[config.mk]
export PLATFORM = sky130hd
export DESIGN_NAME = vpic_top
export DESIGN_NICKNAME = d
export VERILOG_FILES = /design/src/rtl/vpic_pkg.sv /design/src/rtl/vpic_ffs.sv /design/src/rtl/vpic_gate.sv /design/src/rtl/vpic_top.sv
export SDC_FILE = /design/constraint.sdc
export NUM_CORES = 1
export LEC_CHECK = 0
export BUFFER_PORTS_ARGS = -buffer_cell sky130_fd_sc_hd__buf_2
export CAP_MARGIN = 20
export CORE_MARGIN = 3
export CORE_UTILIZATION = 25
export CTS_BUF_LIST = sky130_fd_sc_hd__clkbuf_2
export CTS_CLUSTER_SIZE = 14
export DETAILED_ROUTE_END_ITERATION = 10
export GPL_TIMING_DRIVEN = 0
export PLACE_DENSITY = 0.4
export SLEW_MARGIN = 10
export SYNTH_ARGS = -nofsm -noshare
export SYNTH_HDL_FRONTEND = slang
export SYNTH_SLANG_ARGS = --single-unit
[constraint.sdc]
create_clock -name clk -period 1.79 [get_ports clk]
set_input_delay 0 -clock clk [delete_from_list [all_inputs] [get_ports clk]]
set_output_delay 0 -clock clk [all_outputs]
set_load 0.01 [all_outputs]
[src/rtl/vpic_pkg.sv]
package vpic_pkg;
    parameter int N_LINES = 8;
    parameter int VEC_W   = 8;
    parameter int IDX_W   = $clog2(N_LINES);
    parameter int BASE_W  = VEC_W - IDX_W;

    parameter logic [1:0] SEL_MASK   = 2'd0;
    parameter logic [1:0] SEL_BASE   = 2'd1;
    parameter logic [1:0] SEL_EOI_NS = 2'd2;
    parameter logic [1:0] SEL_EOI_SP = 2'd3;

    typedef enum logic {PH_IDLE = 1'b0, PH_FROZEN = 1'b1} phase_e;

    typedef struct packed {
        logic [N_LINES-1:0] imr;
        logic [N_LINES-1:0] irr;
        logic [N_LINES-1:0] isr;
        logic [BASE_W-1:0]  base;
        phase_e             ph;
        logic [IDX_W-1:0]   sel_idx;
        logic [VEC_W-1:0]   vec;
        logic               vld;
    } state_t;
endpackage

[src/rtl/vpic_ffs.sv]
module vpic_ffs #(
    parameter int N  = 8,
    parameter int IW = $clog2(N)
) (
    input  logic [N-1:0]  bits_i,
    output logic          found_o,
    output logic [IW-1:0] idx_o
);
    always_comb begin
        found_o = 1'b0;
        idx_o   = '0;
        for (int k = N - 1; k >= 0; k--) begin
            if (bits_i[k]) begin
                found_o = 1'b1;
                idx_o   = IW'(k);
            end
        end
    end
endmodule

[src/rtl/vpic_gate.sv]
module vpic_gate #(
    parameter int N  = 8,
    parameter int IW = $clog2(N)
) (
    input  logic [N-1:0]  isr_i,
    input  logic [IW-1:0] cand_i,
    output logic          blocked_o
);
    logic [N-1:0] at_or_above;

    genvar g;
    generate
        for (g = 0; g < N; g++) begin : g_cmp
            assign at_or_above[g] = isr_i[g] && (IW'(g) <= cand_i);
        end
    endgenerate

    assign blocked_o = |at_or_above;
endmodule

[src/rtl/vpic_top.sv]
module vpic_top
    import vpic_pkg::*;
(
    input  logic                clk,
    input  logic                rst_n,
    input  logic [N_LINES-1:0]  req_i,
    input  logic                ack_i,
    input  logic                wr_en_i,
    input  logic [1:0]          wr_sel_i,
    input  logic [VEC_W-1:0]    wr_data_i,
    output logic                irq_o,
    output logic [VEC_W-1:0]    vec_o,
    output logic                vec_vld_o
);
    state_t q, d;

    logic [N_LINES-1:0] pend;
    logic               win_found;
    logic [IDX_W-1:0]   win_idx;
    logic               win_blocked;
    logic               eligible;
    logic               isr_found;
    logic [IDX_W-1:0]   isr_top;

    assign pend = q.irr & ~q.imr;

    vpic_ffs #(.N(N_LINES), .IW(IDX_W)) u_win (
        .bits_i (pend),
        .found_o(win_found),
        .idx_o  (win_idx)
    );

    vpic_gate #(.N(N_LINES), .IW(IDX_W)) u_gate (
        .isr_i    (q.isr),
        .cand_i   (win_idx),
        .blocked_o(win_blocked)
    );

    vpic_ffs #(.N(N_LINES), .IW(IDX_W)) u_isr (
        .bits_i (q.isr),
        .found_o(isr_found),
        .idx_o  (isr_top)
    );

    assign eligible = win_found && !win_blocked;

    always_comb begin
        d     = q;
        d.vld = 1'b0;
        d.irr = q.irr | req_i;

        if (wr_en_i) begin
            unique case (wr_sel_i)
                SEL_MASK:   d.imr = wr_data_i;
                SEL_BASE:   d.base = wr_data_i[VEC_W-1:IDX_W];
                SEL_EOI_NS: if (isr_found) d.isr[isr_top] = 1'b0;
                SEL_EOI_SP: d.isr[wr_data_i[IDX_W-1:0]] = 1'b0;
                default:    d.imr = q.imr;
            endcase
        end

        if (ack_i) begin
            if (q.ph == PH_IDLE) begin
                d.ph = PH_FROZEN;
                if (eligible) begin
                    d.isr[win_idx] = 1'b1;
                    d.irr[win_idx] = 1'b0;
                    d.sel_idx      = win_idx;
                end else begin
                    d.sel_idx = '1;
                end
            end else begin
                d.ph  = PH_IDLE;
                d.vec = {q.base, q.sel_idx};
                d.vld = 1'b1;
            end
        end
    end

    always_ff @(posedge clk) begin
        if (!rst_n) begin
            q.imr     <= '1;
            q.irr     <= '0;
            q.isr     <= '0;
            q.base    <= '0;
            q.ph      <= PH_IDLE;
            q.sel_idx <= '0;
            q.vec     <= '0;
            q.vld     <= 1'b0;
        end else begin
            q <= d;
        end
    end

    assign irq_o     = (q.ph == PH_IDLE) && eligible;
    assign vec_o     = q.vec;
    assign vec_vld_o = q.vld;

    p_masked_silent_r2: assert property (@(posedge clk) disable iff (!rst_n)
        irq_o |-> ((q.irr & ~q.imr) != '0));

    p_frozen_quiet_r6: assert property (@(posedge clk) disable iff (!rst_n)
        (q.ph == PH_FROZEN) |-> !irq_o);

    p_ack_to_service_r6: assert property (@(posedge clk) disable iff (!rst_n)
        (ack_i && irq_o && !(wr_en_i && wr_sel_i[1]))
        |=> ($countones(q.isr) == $past($countones(q.isr)) + 1));

    p_vec_pulse_r7: assert property (@(posedge clk) disable iff (!rst_n)
        vec_vld_o |=> !vec_vld_o);

    p_eoi_drops_r8: assert property (@(posedge clk) disable iff (!rst_n)
        (wr_en_i && wr_sel_i == SEL_EOI_NS && q.isr != '0 && !ack_i)
        |=> ($countones(q.isr) == $past($countones(q.isr)) - 1));
endmodule

[Word level (Yosys, flattened, before mapping)]
Cells that the tools add are included.
Storage, ports and cells
  register bits after elaboration: 42
  input port bits: 22
  output and inout port bits: 10
  logic and storage cells: 105
Cells by class
  magnitude comparators: 14
  equality and inequality tests: 3
  mux-type cells: 48
  bitwise logic cells: 11
  reduce and logical (&&, ||, !) cells: 21
Operators with widths (number)
  3-bit 2-to-1 mux: 17
  16-bit 2-to-1 mux: 3
  8-bit bitwise AND: 4
  8-bit NOT: 4
  1-bit 2-to-1 mux: 21
  8-bit bitwise OR: 2
  8-bit case mux with 2 select lines: 1
  1-bit logical AND: 13
  13-bit 2-to-1 mux: 1
  3-bit <= comparator, first input constant: 4
  3-bit by 4-bit less-than comparator with 1-bit output, second input constant: 3
  2-bit AND reduction: 5
  1-bit demux with 3-bit select: 3
  3-bit by 1-bit >= comparator with 1-bit output, second input constant: 3
  8-bit 2-to-1 mux: 1
  8-bit OR reduction: 1
  1-bit by 3-bit <= comparator with 1-bit output, first input constant: 2
  2-bit by 3-bit <= comparator with 1-bit output, first input constant: 2
  5-bit 2-to-1 mux: 1
  2-bit equality test, second input constant: 2
  2-bit by 1-bit equality test with 1-bit output, second input constant: 1
  2-bit logical NOT: 1
  1-bit logical NOT: 1
  1-bit NOT: 1

[Depth between registers and ports, before layout]
Gate-level depths: netlist (run 1).
  depth after elaboration: 21
  depth in mapped cells: 7

[By module]
From an unflattened synthesis (run 1), not the netlist that was laid out.
Second synthesis, totals
  cell total of the unflattened synthesis: 227
  area, all modules: 2014.4 sq um
By module, submodules not included
  vpic_top: instances 1, cells each 191, area each 1798.0 sq um, sequential area each 840.8 sq um
  vpic_ffs: instances 2, cells each 13, area each 80.1 sq um, sequential area each 0.0 sq um
  vpic_gate: instances 1, cells each 10, area each 56.3 sq um, sequential area each 0.0 sq um

[Least setup slack after synthesis (run 1)]
OpenSTA, ideal clock, no wires.
  kind: register to register
  from: reg q[21] in the netlist's numbering
  to: reg q[24] in the netlist's numbering
  library setup time: 0.121 ns
  arrival time: 1.595 ns
  data required time: 1.669 ns
  slack: 0.074 ns
  stages on the path, launching flop included: 6
  buffers on the path: 0
  clock period less this slack: 1.716 ns
  cells stage by stage: dfxtp_1 > or4_1 > nor2_1 > nor2_1 > o41ai_1 > a2bb2o_1
Between the ends
  longest elaborated chain between the ends: 17
  elaborated cells between the ends (all ways): 26
  classes of those cells: 2 x order compare; 16 x mux; 3 x bitwise; 5 x reduce/logical
Ends and longest elaborated chain
  start: declaration: line vpic_top.sv:15  | state_t q, d;
  3-bit 2-to-1 mux (4 in a row): line vpic_ffs.sv:13  | if (bits_i[k]) begin
  3-bit by 4-bit less-than comparator with 1-bit output (not written as such) / 3-bit by 1-bit >= comparator with 1-bit output (equally long branches): line vpic_top.sv:56  | SEL_EOI_NS: if (isr_found) d.isr[isr_top] = 1'b0;
  1-bit logical AND (not written as such): line vpic_top.sv:56
  1-bit 2-to-1 mux (not written as such): line vpic_top.sv:56
  1-bit demux with 3-bit select: line vpic_top.sv:56
  8-bit NOT (no line)
  8-bit bitwise AND (no line)
  8-bit 2-to-1 mux: line vpic_top.sv:56
  8-bit case mux with 2 select lines: line vpic_top.sv:53  | unique case (wr_sel_i)
  13-bit 2-to-1 mux: line vpic_top.sv:52  | if (wr_en_i) begin
  8-bit bitwise OR (no line)
  16-bit 2-to-1 mux: line vpic_top.sv:65  | if (eligible) begin
  16-bit 2-to-1 mux: line vpic_top.sv:63  | if (q.ph == PH_IDLE) begin
  16-bit 2-to-1 mux (*): line vpic_top.sv:62  | if (ack_i) begin
Mark *: on every way between the ends. The rest lies on a longest branch, timed or not.
A chain may end at the register's enable or synchronous reset.

[Worst setup path in the final report (run 1)]
  from: reg q[36] in the netlist's numbering
  to: out irq_o
Between the ends
  longest elaborated chain between the ends: 11
  elaborated cells between the ends (all ways): 28
  classes of those cells: 8 x order compare; 6 x mux; 2 x bitwise; 12 x reduce/logical
Ends and longest elaborated chain
  8-bit NOT (*): line vpic_top.sv:25  | assign pend = q.irr & ~q.imr;
  8-bit bitwise AND (*): line vpic_top.sv:25
  3-bit 2-to-1 mux (3 in a row): line vpic_ffs.sv:13
  1-bit by 3-bit <= comparator with 1-bit output, or another cell as far along: line vpic_gate.sv:14  | assign at_or_above[g] = isr_i[g] && (IW'(g) <= cand_i);
  1-bit logical AND: line vpic_gate.sv:14
  8-bit OR reduction: line vpic_gate.sv:18  | assign blocked_o = |at_or_above;
  1-bit logical NOT: line vpic_top.sv:45  | assign eligible = win_found && !win_blocked;
  1-bit logical AND (*): line vpic_top.sv:45
  1-bit logical AND (*): line vpic_top.sv:95  | assign irq_o = (q.ph == PH_IDLE) && eligible;
  end: declaration: line vpic_top.sv:11  | output logic irq_o,
Marked as above.

==> impl_metrics.csv, run 1 <==
group,metric,value,unit
placement,routabilityCongestion,0.824,
placement,portBuffers,29,
clock_tree,cts_tree,"yes",
synth,netlist_instances,263,
floorplan,die-area,0.00972,mm^2
clock_tree,root_buffer,"clkbuf_2",
detailed_routing,drtAntennaViolNets,0,
worst_setup_path,critPathBufInv,1,
clock_tree,cts_buffers,5,
floorplan,floorplan.initialDensity,25.9,%
floorplan,core,0.00826,mm^2
clock_tree,clkLatencyLatePin,0.44,ns
worst_setup_path,cpPeakStageDelay,0.43,ns
clock_tree,cts_sinks,42,
run_status,failed_checks,"setup timing",
timing,finalHoldViolCount,0,
global_routing,track_usage,14.0,%
synth,synthesis.area,0.00214,mm^2
synth,synth_top_cells_by_area,"dfxtp_1, nand2_1, o21ai_0",
power_and_ir_drop,ir_worst_vdd,0.241,mV
worst_setup_path,critPathKind,"flop to output port",
timing,relSlewSlack,39.4,%
synth,ys_seq_area_share,39.3,%
synth,synth_nets,285,
detailed_routing,wire_per_inst,15.2,um
detailed_routing,drc,0,
timing,setup_ws,-0.333,ns
worst_setup_path,reg2reg_slack,-0.27,ns
timing,rsz0062_at_grt,"true",
timing,finalSetupViolCount,12,
timing,timing.fmax,471,MHz
finish,nets,354,
finish,drive_gt1_share,30.6,%
worst_setup_path,crit_fanout,4,
finish,diodes,0,
worst_setup_path,crit_chain,"or2b_1 -> nand4_1 -> o21ai_2 -> o21ai_4 -> nor4b_4 -> buf_2",
finish,final_area,0.00294,mm^2
run,maxCapViolCount,0,
power_and_ir_drop,power_density,628,mW/mm^2
placement,dp.final_hpwl,4830,um
timing,skew,0.0246,ns
synth,ys_seq_elements,42,
global_routing,grt_pass1_wl,10800,um
timing,final_max_slew_viol_count,0,
synth,synth.distinct_cells,53,
synth,yosys_warnings,0,
timing,min_period,2.12,ns
finish,area_growth,37.3,%
finish,utilization,35.6,%
run_status,outcome,"finished with violations",
finish,final_cell_mix,"dfxtp_1, nand2_1, buf_2",
global_routing,grt_overflow,0,
detailed_routing,drt_wl_total,6650,um
floorplan,die_x,98.6,um
worst_setup_path,start_kind,"flop",
synth,yosys_most_used_dff,"dfxtp_1",
floorplan,row_count,33,
floorplan,ios,32,
worst_setup_path,cp-end-kind,"output port",
clock_tree,clk_path_buf_depth,2,
finish,fin_cells,438,
synth,synth_top_area_share,39.3,%
synth,synth-async-reset-ratio,0,%
synth,synth_top_cell_by_area,"dfxtp_1",
worst_setup_path,required,1.79,ns
timing,worst_slew_pin_slew,0.907,ns
worst_setup_path,cp_slowest_cell,"dfxtp_2",
synth,syn_avg_cell_area,8.14,um^2
placement,pre_cts_ws,-0.313,ns
detailed_routing,drt_iter0_markers,119,
power_and_ir_drop,p_leak,1.22,nW
synth,synth_edf_count,0,
placement,dpl_cell_area,0.00242,mm^2
finish,final_common_cell,"dfxtp_1",
global_routing,grt_pass1_vias,2131,
clock_tree,clk_pin_slew,0.24,ns
detailed_routing,vias_per_cell,4.94,
global_routing,grt_max_degree,16,
detailed_routing,vias,2163,
floorplan,die_h,98.6,um
global_routing,antenna_found_initial,0,
worst_setup_path,cp_top_family,"simple AND/OR/NAND/NOR gates",
timing,fin_crit_sh,119,%
clock_tree,h-tree-depth,2,
min_path,hp-class,"input pin to flop",
worst_setup_path,crit_arrival,2.12,ns
detailed_routing,dr.pass1.iters,4,
placement,numPlacedInstances,397,
## timing repair
item                                   4_1_cts  5_1_grt
pin swaps                                    2       14
setup endpoints to repair                   20       18
gates cloned                                 0        0
buffers inserted                             5       10
gates resized for setup                     24       20
hold buffers                                18        0
endpoints found under the hold margin       23        0
## state kept, by name (all words and copies together) (netlist names)
signal,cells
q,33
vec_o,8
vec_vld_o,1
## stage by stage
step                      setup TNS [ns]  hold slack, ns  total power, mW
after floorplan                        0           0.124             1.20
final                              -2.23          0.0337             1.85
after CTS                          -2.18          0.0223             1.83
after global routing               -3.53          0.0332             1.96
after detailed placement           -4.80           0.245             1.30
after global placement             -5.64           0.245             1.30
## synthesized netlist by cell type, drive strengths merged, types with 2 or more instances
cell type and count:
buf 10, nor2 26, nand2 31, a41o 2, a21oi 17, nor4 6
o311a 3, clkbuf 9, nand3 16, a21o 2, nand2b 7, nor3 8
dfxtp 42, nor3b 3, mux2i 5, a31o 3, o21ai 25, a31oi 10
or2b 2, inv 5, o211ai 2, nor2b 10
## final timing paths
path	start	endpoint	cells after the start
setup / recovery	q[36]$_SDFFE_PN1P_	irq_o	6
hold / removal	wr_sel_i[1]	q[34]$_SDFFE_PN1P_	4
setup reg to reg	q[36]$_SDFFE_PN1P_	q[20]$_SDFF_PN0_	8
hold reg to reg	vec_o[2]$_SDFFE_PN0P_	vec_o[2]$_SDFFE_PN0P_	2
## where the power goes
| group | switching, mW | internal, mW |
|---|---|---|
| clock | 0.360 | 0.104 |
| sequential | 0.0339 | 0.980 |
| combinational | 0.197 | 0.173 |
| total | 0.591 | 1.26 |
## cells by family after synthesis
logic type / synth area share [%]
buf+inv: 5.67
flops: 39.3
mux: 2.34
simple gates: 30.4
compound gates: 22.4
## cell type report
cell class,instances,area (um^2)
clock buffer,5,25.0
inverter,5,18.8
sequential,42,853
clock inverter,3,25.0
tap,105,131
timing repair buffer,62,453
buffer,19,105
fill,885,5320
multi-input combinational,197,1330
## metal layers
metal	track usage [%]	vias up	routed length (um)
li1	-	1079	-
met1	18.5	1020	3210
met2	22.1	49	3090
met3	3.04	15	217
met4	5.67	0	128
met5	0	-	0
## worst min-delay path, cell delays in order
cell and delay [ns]:
buf_2 0.13, nor3b_1 0.15, nand2_1 0.10, nand3_1 0.07
(Power assumes the default switching activity.)
==> run 2: changes to the inputs <==
--- a/config.mk
+++ b/config.mk
@@ -13,7 +13,7 @@
 export CTS_CLUSTER_SIZE = 14
 export DETAILED_ROUTE_END_ITERATION = 10
 export GPL_TIMING_DRIVEN = 0
-export PLACE_DENSITY = 0.4
+export PLACE_DENSITY = 0.43
 export SLEW_MARGIN = 10
 export SYNTH_ARGS = -nofsm -noshare
 export SYNTH_HDL_FRONTEND = slang
==> run 2 against run 1 <==
Effect of this change:
- the run still ends with setup timing left
- clock power is 4% lower
- maximum frequency is 0.33% higher
- first-iteration DRC count is 14% lower
- sequential share of layout area is 1.0 points lower
- register-to-register slack better by 0.04 ns
- routed wire length is 0.50% lower
- combinational power is 5% higher
- non-clock buffer count is 4 higher
- critical path depth stayed put
- worst hold slack better by 0.025 ns
- largest cell class unchanged
- largest power group unchanged
==> impl_metrics.csv, run 2 (same netlist as run 1, synthesis figures left out) <==
group,metric,value,unit
run_status,outcome,"finished with violations",
run_status,failed_checks,"setup timing",
power_and_ir_drop,p_leak,1.24,nW
detailed_routing,wire_per_inst,15.0,um
global_routing,grt_max_degree,15,
timing,timing.fmax,473,MHz
clock_tree,clk_pin_slew,0.24,ns
placement,pre_cts_ws,-0.293,ns
timing,relSlewSlack,42.9,%
power_and_ir_drop,total_power,1.85,mW
finish,largest_reg_flops,33,
clock_tree,clk_path_buf_depth,2,
finish,top_register,"q",
timing,finalHoldViolCount,0,
floorplan,die_h,98.6,um
worst_setup_path,cp_slowest_cell,"dfxtp_2",
detailed_routing,dr.pass1.iters,5,
floorplan,die-area,0.00972,mm^2
timing,finalSetupViolCount,18,
finish,final_cell_mix,"dfxtp_1, nand2_1, buf_2",
placement,routabilityCongestion,0.810,
finish,nets,358,
worst_setup_path,r2r_cells,9,
worst_setup_path,required,1.79,ns
floorplan,floorplan.initialDensity,25.9,%
worst_setup_path,crit_chain,"nor2b_4 -> nor4_4 -> a311oi_2 -> a21o_4 -> nor4b_4 -> buf_2",
clock_tree,cts_tree,"yes",
global_routing,grt_overflow,0,
detailed_routing,drt_wl_total,6610,um
placement,dp.final_hpwl,4730,um
timing,setup_ws,-0.326,ns
worst_setup_path,start_kind,"flop",
detailed_routing,vias,2187,
timing,worst_slew_pin_slew,0.855,ns
finish,diodes,0,
global_routing,antenna_found_initial,0,
detailed_routing,drt_iter0_markers,102,
timing,final_max_slew_viol_count,0,
clock_tree,clkLatencyLatePin,0.42,ns
worst_setup_path,cpPeakStageDelay,0.38,ns
worst_setup_path,cp-end-kind,"output port",
timing,fin_crit_sh,118,%
worst_setup_path,crit_arrival,2.12,ns
global_routing,track_usage,14.0,%
min_path,min_from,"wr_sel_i[1]",
floorplan,row_count,33,
worst_setup_path,r2r_start,"q[29]$_SDFF_PN0_",
timing,holdWs,0.0584,ns
clock_tree,h-tree-depth,2,
min_path,hp-class,"input pin to flop",
floorplan,die_x,98.6,um
finish,final_common_cell,"dfxtp_1",
finish,area_growth,42.5,%
finish,drive_gt1_share,33.5,%
detailed_routing,drc,0,
global_routing,grt_pass1_wl,10900,um
clock_tree,root_buffer,"clkbuf_2",
worst_setup_path,r2r_end,"q[20]$_SDFF_PN0_",
detailed_routing,vias_per_cell,4.95,
floorplan,ios,32,
worst_setup_path,reg2reg_slack,-0.23,ns
placement,portBuffers,29,
min_path,hold_path_end,"q[38]$_SDFFE_PN1P_",
floorplan,core,0.00826,mm^2
clock_tree,cts_sinks,42,
global_routing,grt_pass1_vias,2259,
worst_setup_path,critPathKind,"flop to output port",
min_path,holdPathStages,4,
timing,rsz0062_at_grt,"true",
detailed_routing,drtAntennaViolNets,0,
timing,skew,0.0241,ns
run,maxCapViolCount,0,
power_and_ir_drop,ir_worst_vdd,0.224,mV
timing,min_period,2.12,ns
power_and_ir_drop,power_density,605,mW/mm^2
finish,n_fill_cell,875,
clock_tree,cts_buffers,5,
worst_setup_path,crit_fanout,4,
run 2: cell types whose count changed in the layout (fill, tap and decap cells not counted), sizes merged:
cell	before	now
buf	54	56
clkinv	1	2
dlygate4sd3	18	20
inv	6	5
run 2: critical path: cells and delay by family, from the launching register on:
family                 cells  cell delay (ns)
buffers and inverters      1             0.17
flip-flops                 1             0.38
AND/OR/NAND/NOR            3             0.77
AO/OA/AOI/OAI              2             0.37
run 2: what timing repair did:
| action | CTS | global route |
|---|---|---|
| gates resized for setup | 45 | 13 |
| buffers inserted | 16 | 1 |
| endpoints found under the setup margin | 18 | 18 |
| pin swaps | 13 | 9 |
| hold buffers | 20 | 0 |
| endpoints found under the hold margin | 23 | 0 |
run 2: worst max path at each step:
| stage | startpoint | end | slack, ns | cells past startpoint |
|---|---|---|---|---|
| 2_1_floorplan | q[21]$_SDFF_PN0_ | q[24]$_SDFF_PN0_ | 0.07 | 5 |
| 3_3_place_gp | q[29]$_SDFF_PN0_ | q[20]$_SDFF_PN0_ | -0.34 | 6 |
| 3_5_place_dp | q[29]$_SDFF_PN0_ | q[20]$_SDFF_PN0_ | -0.29 | 6 |
| 4_1_cts | q[29]$_SDFF_PN0_ | irq_o | -0.31 | 6 |
| 5_1_grt | q[36]$_SDFFE_PN1P_ | irq_o | -0.42 | 7 |
| 6_report | q[29]$_SDFF_PN0_ | irq_o | -0.33 | 6 |
run 2: cell type report:
type	instances	area (um^2)	area share (%)
tap	105	131	4.30
clock inverter	3	21.3	0.697
buffer	19	105	3.44
sequential	42	855	28.0
clock buffer	5	25.0	0.820
multi-input combinational	197	1410	46.0
timing repair buffer	66	492	16.1
inverter	5	18.8	0.615
run 2: where the power goes:
group | leakage, nW | internal, mW | switching (mW)
combinational | 0.871 | 0.182 | 0.208
clock | 0.0289 | 0.0960 | 0.348
sequential | 0.343 | 0.981 | 0.0336
total | 1.24 | 1.26 | 0.589
run 2: through the flow:
step | utilization [%] | area [um^2] | setup TNS (ns) | instances
final | 37.0 | 3050 | -2.66 | 442
after global routing | 37.0 | 3050 | -3.82 | 442
after CTS | 35.9 | 2960 | -1.67 | 441
after detailed placement | 29.3 | 2420 | -4.06 | 397
after global placement | 29.3 | 2420 | -4.75 | 397
after floorplan | - | 2140 | 0 | 263
run 2: layer usage:
metal	part of all wire [%]	GRT usage, %	vias to the layer above
met5	0	0	-
met4	1.7	4.94	0
met3	5.7	2.48	11
met2	46	23.0	65
met1	47	18.3	1024
li1	-	-	1087
